--- config.mk ---
export PLATFORM = sky130hd
export DESIGN_NAME = mash_dither_mod
export DESIGN_NICKNAME = d
export VERILOG_FILES = /design/src/rtl/mash_pkg.sv /design/src/rtl/mash_ctrl.sv /design/src/rtl/pn_gen.sv /design/src/rtl/mash_stage.sv /design/src/rtl/mash_path.sv /design/src/rtl/mash_dither_mod.sv
export SDC_FILE = /design/constraint.sdc
export NUM_CORES = 1
export LEC_CHECK = 0
export CAP_MARGIN = 20
export CORE_MARGIN = 3
export CORE_UTILIZATION = 52
export CTS_CLUSTER_DIAMETER = 30
export DETAILED_ROUTE_END_ITERATION = 10
export MAX_ROUTING_LAYER = met4
export PLACE_DENSITY = 0.77
export SLEW_MARGIN = 20
export SYNTH_ARGS = -nofsm -noshare
export SYNTH_HDL_FRONTEND = slang
export SYNTH_SLANG_ARGS = --single-unit
--- constraint.sdc ---
create_clock -name clk -period 5.15 [get_ports clk]
set_clock_uncertainty 0.1 [all_clocks]
set_input_delay 0.7725 -clock clk [delete_from_list [all_inputs] [get_ports clk]]
set_output_delay 0.7725 -clock clk [all_outputs]
set_load 0.02 [all_outputs]
--- src/rtl/mash_pkg.sv ---
package mash_pkg;

  // Correction range -3..+4 needs four two's-complement bits.
  localparam int MOD_OUT_W = 4;

  // Number of cascaded first-order stages (fixed third order).
  localparam int MOD_STAGES = 3;

  // Strobes from control to datapath.
  typedef struct packed {
    logic step;   // advance all state this cycle
    logic clear;  // synchronous clear / seed load
  } mashStrobe_t;

endpackage

--- src/rtl/mash_ctrl.sv ---
module mash_ctrl
  import mash_pkg::*;
(
  input  logic        rst,
  input  logic        en,
  output mashStrobe_t strobe
);

  // Reset wins over enable; both are sampled on the same edge.
  always_comb begin
    strobe.clear = rst;
    strobe.step  = en & ~rst;
  end

endmodule

--- src/rtl/pn_gen.sv ---
module pn_gen
  import mash_pkg::*;
#(
  parameter int              PN_W    = 8,
  parameter logic [PN_W-1:0] PN_TAPS = 8'hB8,
  parameter logic [PN_W-1:0] PN_SEED = 8'hE1
) (
  input  logic        clk,
  input  mashStrobe_t strobe,
  output logic        ditherBit
);

  logic [PN_W-1:0] pnState;
  logic            feedback;

  assign feedback  = ^(pnState & PN_TAPS);
  assign ditherBit = pnState[PN_W-1];

  always_ff @(posedge clk) begin
    if (strobe.clear) begin
      pnState <= PN_SEED;
    end else if (strobe.step) begin
      pnState <= {pnState[PN_W-2:0], feedback};
    end
  end


  pn_nonzero_chk: assert property (@(posedge clk) disable iff (strobe.clear)
    pnState != '0);


  pn_hold_chk: assert property (@(posedge clk) disable iff (strobe.clear)
    !strobe.step |=> $stable(pnState));

endmodule

--- src/rtl/mash_stage.sv ---
module mash_stage
  import mash_pkg::*;
#(
  parameter int ACC_W = 8
) (
  input  logic             clk,
  input  mashStrobe_t      strobe,
  input  logic [ACC_W-1:0] addend,
  output logic [ACC_W-1:0] residue,
  output logic             carry
);

  logic [ACC_W:0] sumWide;

  assign sumWide = {1'b0, residue} + {1'b0, addend};
  assign carry   = sumWide[ACC_W];

  always_ff @(posedge clk) begin
    if (strobe.clear) begin
      residue <= '0;
    end else if (strobe.step) begin
      residue <= sumWide[ACC_W-1:0];
    end
  end


  stage_hold_chk: assert property (@(posedge clk) disable iff (strobe.clear)
    !strobe.step |=> $stable(residue));

endmodule

--- src/rtl/mash_path.sv ---
module mash_path
  import mash_pkg::*;
#(
  parameter int ACC_W = 8,
  parameter int INT_W = 8
) (
  input  logic                        clk,
  input  mashStrobe_t                 strobe,
  input  logic                        ditherBit,
  input  logic [ACC_W-1:0]            fracIn,
  input  logic [INT_W-1:0]            nInt,
  output logic signed [MOD_OUT_W-1:0] yOut,
  output logic [INT_W:0]              divOut
);

  localparam int OW = MOD_OUT_W;
  localparam int DW = INT_W + 1;
  localparam int NS = MOD_STAGES;

  logic [ACC_W-1:0] residue [NS];
  logic [NS-1:0]    carry;

  // Cascade: stage 0 sees the fractional word, later stages see the
  // registered residue of their predecessor with bit 0 replaced by dither.
  for (genvar g = 0; g < NS; g++) begin : gStage
    logic [ACC_W-1:0] addend;
    if (g == 0) begin : gHead
      assign addend = fracIn;
    end else begin : gTail
      assign addend = {residue[g-1][ACC_W-1:1], ditherBit};
    end
    mash_stage #(.ACC_W(ACC_W)) uStage (
      .clk     (clk),
      .strobe  (strobe),
      .addend  (addend),
      .residue (residue[g]),
      .carry   (carry[g])
    );
  end

  // Two-deep carry history per stage: [0] one cycle back, [1] two back.
  logic [1:0] cDly [NS];

  always_ff @(posedge clk) begin
    for (int s = 0; s < NS; s++) begin
      if (strobe.clear) begin
        cDly[s] <= '0;
      end else if (strobe.step) begin
        cDly[s] <= {cDly[s][0], carry[s]};
      end
    end
  end

  // Noise cancellation, aligned for one pipeline register per stage.
  logic signed [OW-1:0] yNext;
  logic [DW-1:0]        divNext;

  always_comb begin
    yNext = OW'(cDly[0][1])
          + OW'(cDly[1][0]) - OW'(cDly[1][1])
          + OW'(carry[2]) - (OW'(cDly[2][0]) << 1) + OW'(cDly[2][1]);
    divNext = DW'(nInt) + {{(DW-OW){yNext[OW-1]}}, yNext};
  end

  always_ff @(posedge clk) begin
    if (strobe.clear) begin
      yOut   <= '0;
      divOut <= '0;
    end else if (strobe.step) begin
      yOut   <= yNext;
      divOut <= divNext;
    end
  end


  y_range_chk: assert property (@(posedge clk) disable iff (strobe.clear)
    (yOut >= -3) && (yOut <= 4));


  reset_clear_chk: assert property (@(posedge clk)
    strobe.clear |=> (yOut == '0) && (divOut == '0));


  out_hold_chk: assert property (@(posedge clk) disable iff (strobe.clear)
    !strobe.step |=> $stable(yOut) && $stable(divOut));

endmodule

--- src/rtl/mash_dither_mod.sv ---
module mash_dither_mod
  import mash_pkg::*;
#(
  parameter int              ACC_W   = 8,
  parameter int              INT_W   = 8,
  parameter int              PN_W    = 8,
  parameter logic [PN_W-1:0] PN_TAPS = 8'hB8,
  parameter logic [PN_W-1:0] PN_SEED = 8'hE1
) (
  input  logic                        clk,
  input  logic                        rst,
  input  logic                        en,
  input  logic [ACC_W-1:0]            fracIn,
  input  logic [INT_W-1:0]            nInt,
  output logic signed [MOD_OUT_W-1:0] yOut,
  output logic [INT_W:0]              divOut
);

  mashStrobe_t strobe;
  logic        ditherBit;

  mash_ctrl uCtrl (
    .rst    (rst),
    .en     (en),
    .strobe (strobe)
  );

  pn_gen #(
    .PN_W    (PN_W),
    .PN_TAPS (PN_TAPS),
    .PN_SEED (PN_SEED)
  ) uPn (
    .clk       (clk),
    .strobe    (strobe),
    .ditherBit (ditherBit)
  );

  mash_path #(
    .ACC_W (ACC_W),
    .INT_W (INT_W)
  ) uPath (
    .clk       (clk),
    .strobe    (strobe),
    .ditherBit (ditherBit),
    .fracIn    (fracIn),
    .nInt      (nInt),
    .yOut      (yOut),
    .divOut    (divOut)
  );


  div_sum_chk: assert property (@(posedge clk) disable iff (rst)
    (en && !rst) |=> (int'(divOut) == int'($past(nInt)) + int'(yOut)));

endmodule

# [Yosys cells after proc, flatten, opt, wreduce, memory -nomap -nowiden]
# Memories as Yosys holds them, arrays and structs flattened.
# Index checks and enable logic that the tools add are counted.
# Widths: inputs -> output; s select.
[op_classes] reduce_logical=1 addsub=9 n_bitwise=5 muxes=8
[op_table] operator="$add 8x8->9" n=3
[op_table] operator="$add 8x9->9" n=1
[op_table] operator="$add 4x1->4" n=2
[op_table] operator="$reduce_xor 8->1" n=1
[op_table] operator="$mux 2" n=3
[op_table] operator="$mux 1" n=5
[op_table] operator="$sub 4x1->4" n=1
[op_table] operator="$sub 4x2->4" n=1
[op_table] operator="$or 1x1->1" n=3
[op_table] operator="$add 1x1->2" n=1
[op_table] operator="$and 1x1->1" n=1
[op_table] operator="$not 1->1" n=1
[word_totals] ram_bits=6 memories=1 reg_bits=45 inputBits=19 out_inout_bits=13 wordCells=30
[mem_list] name="uPath.cDly" words=3 word_bits=2 read_ports=3 rd_clocked_by_memory_dff=0 wr=3 line_no="mash_path.sv:42" source="logic [1:0] cDly [NS];"

# [Logic depth before layout (Yosys ltp)]
# Gate-level depths: netlist of run 1.
# An unclocked memory read counts as a cell.
[logic_depth] depth_word=7 mapped_depth=22 depth_no_buf=22

# [By module]
# Synthesis of run 1 repeated with hierarchy kept, for this count alone.
[hier_totals] hier_cells=359 hier_area_um2=3374.5
[by_module_without_submodules] module="mash_stage" cells_each=66 area_each_um2=614.3 seq_area_each_um2=160.2 n_inst=3
[by_module_without_submodules] module="mash_path" cells_each=130 area_each_um2=1207.4 seq_area_each_um2=440.4 n_inst=1
[by_module_without_submodules] module="pn_gen" cells_each=29 area_each_um2=302.8 seq_area_each_um2=160.2 n_inst=1
[by_module_without_submodules] module="mash_ctrl" cells_each=2 area_each_um2=21.3 seq_area_each_um2=0.0 n_inst=1

# [Least setup slack after synthesis of run 1]
# No wires, ideal clock.
[synth_path] kind="register -> register" from="register uPn.pnState[7]" to="register uPath.divOut[8]" synth_period_minus_slack_ps=4829 arrival_ps=4650 required_time_ps=4971 setup_ps=79 slack_ps=321 path_buffers=0 stages_incl_launch_ff=23 cell_sequence="dfxtp_1 -> ha_1 -> fa_1 -> a21o_1 -> a21oi_1 -> nor2b_1 -> o31ai_1 -> nand2b_1 -> a21oi_1 -> ha_1 -> inv_1 -> fa_1 -> ha_1 -> inv_1 -> ha_1 -> inv_1 -> ha_1 -> a21oi_1 -> nor3_1 -> o221a_1 -> a21oi_1 -> mux2_1 -> a211oi_2"
[synth_via] elab_chain_len=5
[synth_lines] element="from (decl)" line_no="pn_gen.sv:13" source="logic [PN_W-1:0] pnState;"
[synth_lines] element="from (signal assigned)" line_no="pn_gen.sv:23" source="pnState <= {pnState[PN_W-2:0], feedback};"
[synth_lines] element="$add 8x8->9" line_no="mash_stage.sv:15" source="assign sumWide = {1'b0, residue} + {1'b0, addend};"
[synth_lines] element="$add 4x1->4" line_no="mash_path.sv:61" source="+ OW'(carry[2]) - (OW'(cDly[2][0]) << 1) + OW'(cDly[2][1]);"
[synth_lines] element="$sub 4x2->4" line_no="mash_path.sv:61"
[synth_lines] element="$add 4x1->4" line_no="mash_path.sv:61"
[synth_lines] element="via uPath.yNext[2]" line_no="mash_path.sv:55" source="logic signed [OW-1:0] yNext;"
[synth_lines] element="$add 8x9->9" line_no="mash_path.sv:62" source="divNext = DW'(nInt) + {{(DW-OW){yNext[OW-1]}}, yNext};"
[synth_lines] element="to (signal assigned)" line_no="mash_path.sv:71" source="divOut <= divNext;"
[synth_lines] element="to (decl)" line_no="mash_path.sv:13" source="output logic [INT_W:0] divOut"
# The timed path passes the listed nets, and every way through them passes these cells.
# A chain may end at the register's enable or synchronous reset.

# [Final worst setup path of run 1]
# Same ends and word-level chain as after synthesis.

==> results of run 1 <==
==> layer usage <==
layer	vias up	routed length, um
met4	0	63
met2	48	3020
li1	1304	-
met5	-	0
met3	5	220
met1	1164	2760
==> timing repair <==
action,4_1_cts,5_1_grt
buffers inserted,0,1
setup endpoints to repair,0,4
resized for setup,0,9
==> cell usage in the layout (no fill, tap or decap), types with 3 or more instances in the layout <==
cell type,netlist,layout
inv_1,22,22
nor3_1,7,7
clkdlybuf4s50_1,0,30
nand2_1,16,16
buf_4,0,7
o22ai_1,3,3
xor2_1,11,11
clkbuf_8,0,5
nand2b_1,3,3
a31oi_1,3,3
a21oi_1,17,15
o21a_1,4,4
and2_1,5,5
a211oi_1,9,9
or3_1,3,3
fa_1,6,6
a32o_1,3,3
edfxtp_1,6,6
a21o_1,5,5
nor3b_1,4,4
nor2_1,48,47
dfxtp_1,45,45
mux2i_1,17,17
xnor2_1,11,11
ha_1,32,30
nor2b_1,5,5
o31ai_1,5,4
o21ai_1,11,11
a211o_1,4,4
o21ai_0,10,10
==> power groups by stage <==
stage,clock (uW),sequential [uW],combinational (uW)
2_1_floorplan,0,486,227
3_3_place_gp,0,476,316
3_5_place_dp,0,478,326
4_1_cts,292,469,327
5_1_grt,311,474,379
6_report,289,469,336
==> kinds of logic after synthesis <==
group                    count (synthesis)  synth area share [%]
AO/OA/AOI/OAI                           87                  18.8
AND/OR/NAND/NOR                         97                  14.2
multiplexers                            18                  5.74
XOR/XNOR                                22                  6.09
adder cells (fa/ha/maj)                 38                  16.5
buffers and inverters                   38                  4.59
flip-flops                              51                  34.2
==> area by class of cell <==
class / instances / share of cell area (%)
clock buffer: 5 / 1.86
tap: 72 / 2.43
inverter: 22 / 2.23
timing repair buffer: 38 / 9.65
multi-input combinational: 262 / 53.4
sequential: 51 / 29.2
clock inverter: 3 / 1.28
==> worst max-delay path, delay by kind of cell, from the launching register on <==
kind / cells / cell delay (ns)
fa+ha+maj: 6 / 2.14
simple gates: 3 / 0.23
buf+inv: 1 / 0.05
compound gates: 8 / 1.56
flops: 1 / 0.35
mux: 1 / 0.35
==> registers in the layout, indices dropped and copies added (netlist names) <==
| register | count |
|---|---|
| uPath.gStage.uStage.residue | 24 |
| uPn.pnState | 8 |
| uPath.yOut | 4 |
| uPath.cDly | 6 |
| uPath.divOut | 9 |
==> how the worst max path moves through the flow <==
| stage | start | cells after the start | end | slack [ns] |
|---|---|---|---|---|
| 2_1_floorplan | uPn.pnState[7] | 22 | uPath.divOut[8] | 0.32 |
| 5_1_grt | uPn.pnState[7] | 22 | uPath.divOut[8] | 0.03 |
| 6_report | uPn.pnState[7] | 19 | uPath.divOut[8] | 0.28 |
| 4_1_cts | uPn.pnState[7] | 22 | uPath.divOut[8] | 0.03 |
| 3_3_place_gp | uPn.pnState[7] | 22 | uPath.divOut[8] | 0.18 |
| 3_5_place_dp | uPn.pnState[7] | 22 | uPath.divOut[8] | 0.05 |
==> stage by stage <==
stage | setup WS, ns | area [sq um] | util (%)
global route | 0.0271 | 3710 | 64.9
detailed placement | 0.0512 | 3540 | 62.0
floorplan | 0.321 | 3160 | -
global placement | 0.182 | 3540 | 62.0
CTS | 0.0275 | 3660 | 64.1
finish | 0.278 | 3710 | 64.9
==> flow_summary.toml, run 1 <==
[clock_network]
cts_made_buffers = 5
cts.htree.levels = 2
cts_root_buf = "clkbuf_8"
clockBufferDepth = 2
cts_tree = "built"
clk_pin_slew_worst_paths_ns = 0.10
hold_buffers = 0
clk_latency_ns = 0.31
cts_num_sinks = 51

[drt]
via_count = 2521
drtAntennaViolNets = 0
first_iter_violations = 76
wirelength_um = 6060
dr.pass1.iters = 5
drcViolationCount = 0
vias_per_cell = 5.57
wl_per_cell_um = 13.4

[worst_setup_path]
startpoint_type = "register"
ff2ff_setup_slack_ns = 0.28
arrival_ns = 5.01
required_ns = 5.29
crit_type = "register to register"
cp_cell_sequence = "ha_1 > fa_1 > a21o_1 > a21oi_2 > nor2b_1 > o31ai_2 > nand2b_1 > a21oi_1 > ha_1 > fa_1 > inv_1 > ha_1 > fa_1 > a21oi_4 > nor3_1 > o221a_1 > a21oi_1 > mux2_1 > a211oi_2"
regToRegStartpoint = "uPn.pnState[7]"
crit_path_end_kind = "register"
critPathMaxStageDelay_ns = 0.54
critical-path-slowest-cell = "fa_1"
r2r-end = "uPath.divOut[8]"
worst-r2r-cell-count = 19
crit_fanout = 4

[layout]
syn2layout_area_growth_pct = 17.2
finalNetCount = 437
drive_gt1_share_pct = 7.09
stdcell_count = 453
antenna_cells = 0
fillers = 481
multi_input_area_sq_mm = 0.00198
regArea_sq_mm = 0.00108

[sta]
grt_setup_unrepaired = "false"
slew_headroom_pct = 51.9
setup_tns_ns = 0
fmax_ghz = 0.205
setup_viol_count_final = 0
period_needed_ns = 4.87
min_period_over_period_pct = 94.6
tightestPinTransition_ns = 0.718
finalHoldWorstSlack_ns = 0.350
drv_slew = 0
hold_violations = 0

[worst_hold_path]
whs_endpoint = "uPath.divOut[5]"
min-delay-path-class = "register to register"
hold_path.startpoint = "uPath.divOut[5]"
worstHoldPathCells = 2

[power]
clkPwrFrac_pct = 26.5
fin_total_pwr_uw = 1090
power_frac_seq_pct = 42.8
p_per_area_mw_per_mm2 = 295
ir_drop_mv = 0.157
switchingPower_uw = 343
p_sw_share_pct = 31.4
leakage_uw = 0.00159
comb_power_share_pct = 30.7
p_int_uw = 751

[place]
io_buffers = 31
dpl.cell_count = 444
place.gp.congestion = 0.793
place_hpwl_um = 4500

[global_routing]
grt_max_degree = 46
grt-busiest-layer = "met2"
grt_pass1_wl_um = 10400
use_met2_pct = 32.8
overflow = 0
use_met1_pct = 20.9
antenna_found_initial = 0
grtUsageTotal_pct = 18.3
grt_pass1_vias = 2384
grt_use_met3_pct = 3.95

[logic_synthesis]
synth_area_leader_cell = "dfxtp_1"
synth_cell_type_count = 48
synth_area_sq_mm = 0.00316
syn_inst = 351
async_flop_share_pct = 0
synth_ff_type = "dfxtp_1"
synth_edf_count = 6
synth_area_leaders = "dfxtp_1, ha_1, edfxtp_1, nor2_1, mux2i_1"
synth_top_cell_area_share_pct = 28.5
postSynthAreaPerCell_sq_um = 9.01
ys_ff_latch = 51
synthTopCellsByCount = "nor2_1, dfxtp_1, ha_1"
syn_nets = 408
ys_seq_area_share_pct = 34.2
yosys_warnings = 0
yosysMostFrequentCell = "nor2_1"

[floorplanning]
io_pins = 32
dieArea_sq_mm = 0.00705
die_h_um = 84.0
fp-row-count = 27
die_w_um = 84.0
start_util_pct = 55.4
core_area_sq_mm = 0.00571

[outcome]
status = "complete, no violations"

[flow_run]
max_cap_violations = 0
(Power assumes the default switching activity.)
==> inputs of run 2 (changes only) <==
- SETUP_SLACK_MARGIN: unset -> 0.3
==> run 2 against run 1 <==
  * Sequential share of layout area fell by 0.55 points
  * Final cell count up 0.22%
  * Count of clock-buffer cells in the layout is the same
  * Die area unchanged
  * Design area grew 2.0%
  * Non-clock buffer count is 1 higher
  * Flip-flop and latch count unchanged
  * Routed wire length up 4.5%
  * Setup slack better by 0.23 ns
  * Sequential power about the same
  * Global-route usage rose by 0.13 points
  * Via count up 0.20%
  * Critical path type unchanged
  * Critical endpoint is now uPath.divOut[5]
==> flow_summary.toml, run 2 (synthesized netlist as in run 1, its figures left out) <==
[worst_setup_path]
setup.worst_path.end = "uPath.divOut[5]"
ff2ff_setup_slack_ns = 0.51
arrival_ns = 4.74
r2r-end = "uPath.divOut[5]"
crit_type = "register to register"
startpoint_type = "register"
required_ns = 5.25
crit_path_end_kind = "register"
startpoint = "uPn.pnState[7]"
regToRegStartpoint = "uPn.pnState[7]"
worst-r2r-cell-count = 19
crit_fanout = 4

[global_routing]
antenna_found_initial = 0
grt_pass1_wl_um = 10500
grtUsageTotal_pct = 18.4
grt_max_degree = 46
grt_pass1_vias = 2404
overflow = 0

[clock_network]
cts_tree = "built"
clockBufferDepth = 2
clk_pin_slew_worst_paths_ns = 0.10
cts_num_sinks = 51
cts_made_buffers = 5
cts_root_buf = "clkbuf_8"
clk_latency_ns = 0.31
cts.htree.levels = 2
hold_buffers = 0

[floorplanning]
dieArea_sq_mm = 0.00705
io_pins = 32
fp-row-count = 27
start_util_pct = 55.4
die_h_um = 84.0
die_w_um = 84.0
core_area_sq_mm = 0.00571

[power]
p_per_area_mw_per_mm2 = 295
leakage_uw = 0.00160
ir_drop_mv = 0.157

[sta]
setup_tns_ns = 0
setup_viol_count_final = 0
drv_slew = 0
slew_headroom_pct = 53.2
tightestPinTransition_ns = 0.699
hold_violations = 0
grt_setup_unrepaired = "true"
min_period_over_period_pct = 90.2
period_needed_ns = 4.64
fmax_ghz = 0.215

[layout]
largest_reg_flops = 24
drive_gt1_share_pct = 9.95
finalNetCount = 438
largest_register = "uPath.gStage.uStage.residue"
antenna_cells = 0
syn2layout_area_growth_pct = 19.6
stdcell_count = 454
final_common_cell = "nor2_1"
reg.largest.list = "uPath.gStage.uStage.residue (24), uPath.divOut (9), uPn.pnState (8)"
layout_common_cells = "nor2_1, dfxtp_1, clkdlybuf4s50_1, ha_1, inv_1"

[worst_hold_path]
min-delay-path-class = "register to register"
worstHoldPathCells = 2

[drt]
drtAntennaViolNets = 0
vias_per_cell = 5.56
wl_per_cell_um = 14.0
via_count = 2526
first_iter_violations = 66
dr.pass1.iters = 4
drcViolationCount = 0
wirelength_um = 6340

[place]
dpl.cell_count = 444
place_hpwl_um = 4500
io_buffers = 31
place.gp.congestion = 0.793

[flow_run]
max_cap_violations = 0

[outcome]
status = "complete, no violations"
-- run 2: cell types whose count changed in the layout (fill, tap and decap cells not counted), sizes merged --
cell / before / now
buf: 8 / 9
-- run 2: metrics by stage --
step	hold WS [ns]	instance area (sq um)	setup WS, ns	power [uW]	utilization, %
5_1_grt	0.375	3780	0.253	1180	66.3
6_report	0.351	3780	0.507	1120	66.3
2_1_floorplan	0.327	3160	0.321	713	-
3_3_place_gp	0.334	3540	0.182	792	62.0
4_1_cts	0.355	3680	0.318	1090	64.4
3_5_place_dp	0.341	3540	0.0512	804	62.0
-- run 2: worst min path at each step --
stage	from	endpoint	slack [ns]
2_1_floorplan	uPn.pnState[6]	uPn.pnState[6]	0.33
3_3_place_gp	uPn.pnState[6]	uPn.pnState[6]	0.33
3_5_place_dp	uPath.divOut[5]	uPath.divOut[5]	0.34
4_1_cts	uPath.divOut[5]	uPath.divOut[5]	0.35
5_1_grt	uPn.pnState[6]	uPn.pnState[6]	0.38
6_report	uPath.divOut[5]	uPath.divOut[5]	0.35
-- run 2: report_power, final --
part / total, uW / leakage (uW) / internal (uW) / switching [uW]
sequential: 469 / 0.000437 / 442 / 26.9
combinational: 355 / 0.00111 / 171 / 184
clock: 292 / 0.0000587 / 147 / 144
total: 1120 / 0.00160 / 760 / 355
-- run 2: final cells by class --
type                            count  area, sq um
Clock buffer                        5         68.8
Clock inverter                      3         47.5
Fill cell                         473         1930
Inverter                           22         82.6
Multi-Input combinational cell    262         2050
Sequential cell                    51         1080
Tap cell                           72         90.1
Timing Repair Buffer               39          365
-- run 2: what timing repair did --
item                                    CTS  global route
endpoints found under the setup margin    4             4
setup buffers                             1             1
resized for setup                         3            18
pin swaps                                 1             4
hold endpoints to repair                  0             0
-- run 2: critical path: stages (launching register included) --
cell	delay, ns
dfxtp_2	0.35
ha_1	0.23
fa_2	0.35
a21o_1	0.19
a21oi_2	0.15
nor2b_1	0.08
o31ai_2	0.26
nand2b_1	0.10
a21oi_2	0.14
ha_1	0.15
inv_1	0.05
fa_1	0.45
ha_1	0.38
ha_1	0.34
a211oi_4	0.33
nor3b_2	0.10
or3_4	0.34
a32oi_2	0.22
xor2_1	0.17
o21ai_1	0.07
-- run 2: routing by layer --
| layer | vias to the layer above | GRT usage (%) | wire length [um] |
|---|---|---|---|
| met1 | 1159 | 21.2 | 2830 |
| met2 | 53 | 32.8 | 3200 |
| met3 | 8 | 3.95 | 230 |
| met4 | 0 | 4.39 | 78 |
| li1 | 1306 | - | - |
| met5 | - | - | 0 |
==> inputs of run 3 (changes only) <==
- PLACE_DENSITY: 0.77 -> 0.76
- SYNTH_HIERARCHICAL: unset -> 1
==> run 3 against run 2 <==
  * Flip-flop and latch count did not move
  * Core utilization down 3.3 points
  * Synthesized cell count is 2.3% higher
  * Worst hold slack improved by 0.030 ns
  * Sequential power decreased by 4.7%
  * Critical path type unchanged
  * Critical endpoint is now uPath/divOut[8]
==> flow_summary.toml, run 3 <==
[floorplanning]
start_util_pct = 55.4
dieArea_sq_mm = 0.00749
die_h_um = 86.6
fp-row-count = 28
io_pins = 32
core_area_sq_mm = 0.00610
die_w_um = 86.6

[global_routing]
grt_max_degree = 56
antenna_found_initial = 0
grtUsageTotal_pct = 18.8
grt_pass1_vias = 2601
grt_pass1_wl_um = 11200
overflow = 0

[clock_network]
clk_latency_ns = 0.30
hold_buffers = 0
clk_pin_slew_worst_paths_ns = 0.09
postCtsSetupBuffers = 0
cts.htree.levels = 2
cts_tree = "built"
cts_num_sinks = 51
cts-resized-gates = 0
clockBufferDepth = 2
cts_root_buf = "clkbuf_8"
cts_made_buffers = 5

[drt]
via_count = 2611
vias_per_cell = 5.65
wl_per_cell_um = 13.7
wirelength_um = 6330
dr.pass1.iters = 4
drtAntennaViolNets = 0
first_iter_violations = 105
drcViolationCount = 0

[worst_setup_path]
arrival_ns = 4.25
crit_family = "compound AO/OA/AOI/OAI gates"
path_buf_inv = 1
r2r-end = "uPath/divOut[8]"
startpoint = "uPn/pnState[7]"
ff2ff_setup_slack_ns = 1.00
critPathMaxStageDelay_ns = 0.75
crit_type = "register to register"
crit_fanout = 7
regToRegStartpoint = "uPn/pnState[7]"
critical-path-slowest-cell = "a21boi_0"
cp.depth = 16
required_ns = 5.26
worst-r2r-cell-count = 16
crit_path_end_kind = "register"
cp_cell_sequence = "ha_1 > fa_1 > nand3_1 > a32oi_2 > nand3_1 > nand2_1 > inv_1 > fa_1 > nor2_1 > a21boi_0 > ha_1 > a21oi_1 > nand2_1 > o21ai_0 > xor2_1 > a211oi_1"
startpoint_type = "register"

[place]
place_hpwl_um = 4590
place.gp.congestion = 0.843
place_ws_ns = 1.03
io_buffers = 31

[sta]
drv_slew = 0
grt_setup_unrepaired = "false"
setup_ws_ns = 1.00
finalHoldWorstSlack_ns = 0.381
tightestPinTransition_ns = 0.994
min_period_over_period_pct = 80.5
setup_tns_ns = 0
setup_viol_count_final = 0
period_needed_ns = 4.15
slew_headroom_pct = 33.6
hold_violations = 0
fmax_ghz = 0.241

[logic_synthesis]
synth_top_cell_area_share_pct = 26.7
async_flop_share_pct = 0
synth.area.mux_share_pct = 7.68
postSynthAreaPerCell_sq_um = 9.40
synth_area_sq_mm = 0.00337
synth_area_leaders = "dfxtp_1, ha_1, xnor2_1, mux2i_1, edfxtp_1"
ys_seq_area_share_pct = 32.0
synth_ff_type = "dfxtp_1"
synth_xor_area_share_pct = 6.49
synthSimpleGateAreaFrac_pct = 14.2
synth_top_family_by_area = "compound AO/OA/AOI/OAI gates"
ys_ff_latch = 51
synth_cell_type_count = 42
syn_nets = 421
synthTopCellsByCount = "dfxtp_1, ha_1, nor2_1"
yosys_warnings = 6
yosysMostFrequentCell = "dfxtp_1"
synth_compound_area_share_pct = 18.7
syn_inst = 359
yosys.area_share.adder_pct = 17.3
synth_area_leader_cell = "dfxtp_1"
synth_edf_count = 6

[layout]
largest_reg_flops = 24
final_common_cell = "dfxtp_1"
layout_common_cells = "dfxtp_1, ha_1, nor2_1, clkdlybuf4s50_1, a21oi_1"
antenna_cells = 0
finalNetCount = 448
syn2layout_area_growth_pct = 13.8
drive_gt1_share_pct = 6.98
reg.largest.list = "uPath/gStage.uStage/residue (24), uPath/divOut (9), uPn/pnState (8)"
final_util_pct = 63.0
largest_register = "uPath/gStage.uStage/residue"

[power]
ir_drop_mv = 0.173
fin_total_pwr_uw = 1030
leakage_uw = 0.00156
p_per_area_mw_per_mm2 = 267

[worst_hold_path]
min-delay-path-class = "register to register"
worstHoldPathCells = 2
hold_path.startpoint = "uPn/pnState[6]"
whs_endpoint = "uPn/pnState[6]"

[outcome]
status = "complete, no violations"

[flow_run]
max_cap_violations = 0
-- run 3: logic make-up (layout without fill, tap and decap cells) --
family,Yosys count,count (layout)
flip-flops,51,51
adder cells (fa/ha/maj),43,43
XOR/XNOR,25,25
AND/OR/NAND/NOR,96,96
buffers and inverters,29,57
multiplexers,24,24
AO/OA/AOI/OAI,91,91
-- run 3: worst max path at each step --
stage	to	slack [ns]
2_1_floorplan	uPath/divOut[8]	1.58
3_5_place_dp	uPath/divOut[8]	1.03
4_1_cts	uPath/divOut[8]	0.98
5_1_grt	uPath/divOut[8]	0.51
6_report	uPath/divOut[8]	1.00
3_3_place_gp	uPath/divOut[8]	1.23
-- run 3: final cells by class --
class,instances,area [sq um]
Inverter,17,63.8
Clock inverter,2,35.0
Fill cell,518,2260
Multi-Input combinational cell,279,2170
Tap cell,75,93.8
Clock buffer,6,82.6
Timing Repair Buffer,32,313
Sequential cell,51,1080
-- run 3: routing by layer --
metal | up-vias | GRT usage (%) | share of wire (%)
li1 | 1337 | - | -
met1 | 1226 | 23.1 | 47
met2 | 42 | 31.4 | 48
met3 | 6 | 2.95 | 3.3
met4 | 0 | 6.09 | 0.98
met5 | - | - | 0
-- run 3: metrics by stage --
stage | area, sq um | instances
global route | 3840 | 462
finish | 3840 | 462
CTS | 3840 | 462
global placement | 3720 | 454
detailed placement | 3720 | 454
floorplan | 3370 | 359
-- run 3: report_power, final --
group / internal (uW) / switching [uW] / total (uW)
Combinational: 138 / 154 / 292
Clock: 157 / 129 / 286
Sequential: 429 / 18.5 / 447
Total: 724 / 301 / 1030
-- run 3: tightest hold or removal path: stages (launching register included) --
cell,delay (ns)
dfxtp_1,0.33
mux2i_1,0.07
nand2_1,0.06
